$ cat src/rtl/alufl_pkg.sv
package alufl_pkg;

  typedef enum logic [3:0] {
    FN_ADD = 4'd0,
    FN_SUB = 4'd1,
    FN_AND = 4'd2,
    FN_XOR = 4'd3
  } alu_fn_e;

  typedef enum logic [3:0] {
    JC_ALWAYS = 4'd0,
    JC_LE     = 4'd1,
    JC_LT     = 4'd2,
    JC_EQ     = 4'd3,
    JC_NE     = 4'd4,
    JC_GE     = 4'd5,
    JC_GT     = 4'd6
  } jmp_fn_e;

  typedef struct packed {
    logic zf;
    logic sf;
    logic of;
  } flags_t;

  localparam flags_t FLAGS_RST = '{zf: 1'b1, sf: 1'b0, of: 1'b0};

endpackage

$ cat src/rtl/alufl_rst_sync.sv
module alufl_rst_sync #(
  parameter int STAGES = 2
) (
  input  logic clk,
  input  logic arst_n,
  output logic rst_n_sync
);
  logic [STAGES-1:0] chain_q;
  logic [STAGES-1:0] chain_d;

  always_comb begin
    chain_d = {chain_q[STAGES-2:0], 1'b1};
  end

  always_ff @(posedge clk or negedge arst_n) begin
    if (!arst_n) chain_q <= '0;
    else         chain_q <= chain_d;
  end

  assign rst_n_sync = chain_q[STAGES-1];
endmodule

$ cat src/rtl/alufl_core.sv
module alufl_core
  import alufl_pkg::*;
#(
  parameter int DATA_W = 32,
  parameter int FN_W   = 4
) (
  input  logic [DATA_W-1:0] a,
  input  logic [DATA_W-1:0] b,
  input  logic [FN_W-1:0]   fn,
  output logic [DATA_W-1:0] y,
  output flags_t            fl_nxt,
  output logic              fn_bad
);
  localparam int MSB = DATA_W - 1;

  logic [DATA_W-1:0] sum;
  logic [DATA_W-1:0] dif;
  logic              add_ov;
  logic              sub_ov;

  always_comb begin
    sum    = b + a;
    dif    = b - a;
    // same-sign inputs whose sum flips sign
    add_ov = (a[MSB] == b[MSB]) && (sum[MSB] != a[MSB]);
    // opposite-sign inputs where B-A does not keep B's sign
    sub_ov = (a[MSB] != b[MSB]) && (dif[MSB] != b[MSB]);
  end

  always_comb begin
    y         = '0;
    fn_bad    = 1'b0;
    fl_nxt.of = 1'b0;
    case (fn)
      FN_ADD: begin y = sum;   fl_nxt.of = add_ov; end
      FN_SUB: begin y = dif;   fl_nxt.of = sub_ov; end
      FN_AND: begin y = a & b; end
      FN_XOR: begin y = a ^ b; end
      default: fn_bad = 1'b1;
    endcase
    fl_nxt.zf = (y == '0);
    fl_nxt.sf = y[MSB];
  end

  always_comb begin
    if (fn_bad) assert (y == '0) else $error("p_bad_zero_r7 failed");
  end
endmodule

$ cat src/rtl/alufl_flag_reg.sv
module alufl_flag_reg
  import alufl_pkg::*;
(
  input  logic   clk,
  input  logic   rst_n,
  input  logic   upd,
  input  flags_t d,
  output flags_t q
);
  flags_t q_nxt;

  always_comb begin
    q_nxt = upd ? d : q;
  end

  always_ff @(posedge clk or negedge rst_n) begin
    if (!rst_n) q <= FLAGS_RST;
    else        q <= q_nxt;
  end

  p_hold_r6: assert property (@(posedge clk) disable iff (!rst_n)
    !upd |=> $stable(q));
endmodule

$ cat src/rtl/alufl_cond.sv
module alufl_cond
  import alufl_pkg::*;
#(
  parameter int FN_W = 4
) (
  input  flags_t          fl,
  input  logic [FN_W-1:0] jfn,
  output logic            take,
  output logic            jbad
);
  logic lt;

  always_comb begin
    lt   = fl.sf ^ fl.of;
    take = 1'b0;
    jbad = 1'b0;
    case (jfn)
      JC_ALWAYS: take = 1'b1;
      JC_LE:     take = lt | fl.zf;
      JC_LT:     take = lt;
      JC_EQ:     take = fl.zf;
      JC_NE:     take = ~fl.zf;
      JC_GE:     take = ~lt;
      JC_GT:     take = ~lt & ~fl.zf;
      default:   jbad = 1'b1;
    endcase
  end
endmodule

$ cat src/rtl/flagged_alu.sv
module flagged_alu
  import alufl_pkg::*;
#(
  parameter int DATA_W      = 32,
  parameter int FN_W        = 4,
  parameter int SYNC_STAGES = 2
) (
  input  logic              clk,
  input  logic              rst_n,
  input  logic [DATA_W-1:0] opnd_a,
  input  logic [DATA_W-1:0] opnd_b,
  input  logic [FN_W-1:0]   alu_fn,
  input  logic              flag_we,
  input  logic [FN_W-1:0]   br_fn,
  output logic [DATA_W-1:0] alu_res,
  output logic              alu_fn_bad,
  output logic              flag_z,
  output logic              flag_s,
  output logic              flag_o,
  output logic              br_take,
  output logic              br_fn_bad
);
  logic   rst_int_n;
  flags_t fl_nxt;
  flags_t fl_q;
  logic   fl_upd;

  alufl_rst_sync #(.STAGES(SYNC_STAGES)) u_rst (
    .clk        (clk),
    .arst_n     (rst_n),
    .rst_n_sync (rst_int_n)
  );

  alufl_core #(.DATA_W(DATA_W), .FN_W(FN_W)) u_core (
    .a      (opnd_a),
    .b      (opnd_b),
    .fn     (alu_fn),
    .y      (alu_res),
    .fl_nxt (fl_nxt),
    .fn_bad (alu_fn_bad)
  );

  assign fl_upd = flag_we & ~alu_fn_bad;

  alufl_flag_reg u_flags (
    .clk   (clk),
    .rst_n (rst_int_n),
    .upd   (fl_upd),
    .d     (fl_nxt),
    .q     (fl_q)
  );

  alufl_cond #(.FN_W(FN_W)) u_cond (
    .fl   (fl_q),
    .jfn  (br_fn),
    .take (br_take),
    .jbad (br_fn_bad)
  );

  assign flag_z = fl_q.zf;
  assign flag_s = fl_q.sf;
  assign flag_o = fl_q.of;

  p_capture_r4: assert property (@(posedge clk) disable iff (!rst_int_n)
    (flag_we && !alu_fn_bad) |=>
      (flag_z == ($past(alu_res) == '0)) && (flag_s == $past(alu_res[DATA_W-1])));

  p_no_overflow_r5: assert property (@(posedge clk) disable iff (!rst_int_n)
    (flag_we && (alu_fn == FN_AND || alu_fn == FN_XOR)) |=> !flag_o);

  p_bad_keeps_r7: assert property (@(posedge clk) disable iff (!rst_int_n)
    alu_fn_bad |=> $stable({flag_z, flag_s, flag_o}));

  p_eq_follows_z_r9: assert property (@(posedge clk) disable iff (!rst_int_n)
    (br_fn == JC_EQ) |-> (br_take == flag_z));

  p_bad_jump_r10: assert property (@(posedge clk) disable iff (!rst_int_n)
    br_fn_bad |-> !br_take);

  p_old_flags_r11: assert property (@(posedge clk) disable iff (!rst_int_n)
    (br_fn == JC_NE) |=> ($past(br_take) == !$past(flag_z)));
endmodule

$ cat config.mk
export PLATFORM = sky130hd
export DESIGN_NAME = flagged_alu
export DESIGN_NICKNAME = d
export VERILOG_FILES = /design/src/rtl/alufl_pkg.sv /design/src/rtl/alufl_rst_sync.sv /design/src/rtl/alufl_core.sv /design/src/rtl/alufl_flag_reg.sv /design/src/rtl/alufl_cond.sv /design/src/rtl/flagged_alu.sv
export SDC_FILE = /design/constraint.sdc
export NUM_CORES = 1
export LEC_CHECK = 0
export ABC_CLOCK_PERIOD_IN_PS = 5000
export BUFFER_PORTS_ARGS = -buffer_cell sky130_fd_sc_hd__clkbuf_2
export CORE_ASPECT_RATIO = 1.2
export CORE_UTILIZATION = 55
export DETAILED_ROUTE_END_ITERATION = 16
export PLACE_DENSITY = 0.81
export SYNTH_ARGS = -nofsm -noshare
export SYNTH_HDL_FRONTEND = slang
export SYNTH_HIERARCHICAL = 1
export SYNTH_SLANG_ARGS = --single-unit
$ cat constraint.sdc
create_clock -name clk -period 5 [get_ports clk]
set_input_delay 0.25 -clock clk [delete_from_list [all_inputs] [get_ports clk]]
set_output_delay 0.25 -clock clk [all_outputs]
set_load 0.03 [all_outputs]
==> metrics.yaml <==
hold_path_class: "flop to asynchronous set/reset pin"
cts_buffer_depth: 2
final_nets: 958
root_buffer: "clkbuf_8"
area_growth_pct: 14.03
clk_pin_slew_ns: 0.03
synth.cell_area_um2: 4825
core_area_um2: 8564
ys.flop_type: "dfrtp_1"
min_period_ns: 4.205
period_share: 0.8410
crit_path_end_kind: "flop"
gp_congestion: 0.9758
numCtsBuffers: 3
clk_latency_ns: 0.22
status: "finished clean"
powerDensity_nw_per_um2: 146.8
synth.distinct_cells: 79
synth_edf_count: 0
p_leak_nw: 2.531
hpwl_mm: 14.19
worst_slew_pin_slew_ns: 0.9961
yosys_warnings: 6
synth_cells: 732
synthArstFlopShare: 1.000
grt_pass1_wl_mm: 27.74
ant_nets: 0
multi_input_area_um2: 4305
finalInstanceArea_um2: 5502
path_class: "input port to flop"
detail_route.vias_per_cell: 6.851
fin_tns_setup_ns: 0
timing.rr.start: "u_flags/q[0]"
ys_seq_elements: 5
cp_data_required_time_ns: 5.16
cts.sinks: 5
worstPathMaxFanout: 4
max_freq_mhz: 237.8
seq_area_frac_synth: 0.02619
final_common_cell: "clkbuf_2"
routed_wl_mm: 17.83
design.die.area_um2: 9153
initial_core_util: 0.5633
report.final.slew_viol_count: 0
antenna_found_initial: 0
worstPathArrival_ns: 4.37
dr.pass1.iters: 6
r2r_slack_ns: 4.20
first_global_vias: 6035
peakVddDrop_uv: 83.66
grtUsageTotal: 0.3777
cap_violations: 0
cts-resized-gates: 0
numPortBuffers: 112
grt_max_degree: 32
syn_nets: 873
critPathLaunchType: "input port"
drive_above_1_share: 0.1863
wl_per_cell_um: 19.11
row_count: 37
dp_slack_ns: 0.6967
maxSlewHeadroom: 0.3338
htree_levels: 1
antenna_cells: 0
finish.utilization: 0.6424
layout_common_cells: "clkbuf_2, a21oi_1, nor2_1"
syn_area_per_cell_um2: 6.591
ioPinCount: 113
finalSetupViolCount: 0
cts_tree: "yes"
regArea_um2: 126.4
drtIter0Drc: 684
fin_skew_ns: 0.0009796
hold_viol: 0
power_mw: 0.8077
rsz0062_at_grt: "false"
drc: 0
cp-startpoint: "opnd_a[0]"
fillers: 841
dpl_cell_area_um2: 5446
dieHeight_um: 104.6
vias: 6392
overflow: 0
die_w_um: 87.50
worst_slack_ns: 0.7950
-- registers in the layout, summed over array words and instances, names as in the netlist --
signal / cells
u_rst/chain_q: 2
u_flags/q: 3
-- area by class of cell --
cell class / count / share of cell area
multi-input combinational: 621 / 0.7826
clock buffer: 4 / 0.008187
tap: 117 / 0.02661
sequential: 5 / 0.02297
timing repair buffer: 122 / 0.1160
inverter: 64 / 0.04367
-- per-layer routing --
layer  global-route usage  vias up  routed length [µm]  share of wire
met4               0.2588        0                1236          0.069
met5                    0        -                   0              0
met2               0.6434      475                8472           0.48
met1               0.4325     2896                6324           0.35
met3              0.04107      125                1792           0.10
li1                     -     2896                   -              -
-- final timing paths --
kind | to | cells after the start
worst max register to register | u_flags/q[0] | 1
worst min-delay path | u_flags/q[0] | 0
max in group asynchronous | u_rst/chain_q[1] | 2
min in group clk | u_rst/chain_q[1] | 0
worst max-delay path | u_flags/q[2] | 17
worst min register to register | u_flags/q[0] | 0
-- critical path: stages --
cell and delay, ns:
clkbuf_2 0.10, ha_1 0.23, inv_1 0.09, fa_1 0.23
o21bai_2 0.11, a2111oi_4 0.53, nor2_2 0.12, o2111ai_1 0.19
o311ai_1 0.20, or4_1 0.59, or4_1 0.48, nor4_2 0.23
nand4b_1 0.20, nor3_1 0.28, nand4bb_1 0.14, nor4_2 0.19
mux2_2 0.20
-- stage by stage --
step                      std cells  hold WS (ns)
after floorplan                 732      -0.04559
after global placement          928       0.03455
after detailed placement        928       0.03906
after CTS                       933       0.04153
after global routing            933       0.05868
final                           933       0.03723
-- cell families after synthesis --
group / after synthesis / synth area share
buf+inv: 106 / 0.08428
other cells: 1 / 0.0007773
simple gates: 243 / 0.2570
compound gates: 280 / 0.3950
xor+xnor: 22 / 0.03994
flops: 5 / 0.02619
fa+ha+maj: 66 / 0.1743
mux: 9 / 0.02256
-- power by group --
group          internal [mW]  switching, mW
clock network         0.0546         0.0189
logic                  0.244          0.445
registers             0.0431        0.00193
total                  0.342          0.466
-- what timing repair did --
| action | 4_1_cts | 5_1_grt |
|---|---|---|
| hold buffers | 1 | 0 |
| endpoints found under the setup margin | 0 | 0 |
| hold endpoints to repair | 2 | 0 |
| setup buffers | 0 | 0 |
-- cells in the mapped netlist (all sizes together) (7+ instances only) --
cell | number | area (µm²)
o311ai | 8 | 77.58
a21oi | 76 | 380.4
o31ai | 10 | 75.07
nand3 | 17 | 85.08
nand2b | 9 | 56.30
ha | 64 | 800.8
or4 | 7 | 52.55
and2 | 7 | 43.79
a31oi | 7 | 43.79
o21bai | 8 | 63.81
nor4 | 10 | 81.33
a211oi | 12 | 90.09
a21o | 10 | 75.07
clkbuf | 36 | 135.1
o21ai | 56 | 280.3
nand2 | 56 | 210.2
a221o | 7 | 70.07
xnor2 | 20 | 175.2
inv | 64 | 240.2
nor3 | 25 | 125.1
nor2 | 71 | 269.0
nor2b | 14 | 102.6
o211ai | 12 | 90.09
Power figures use the tool's default switching activity.
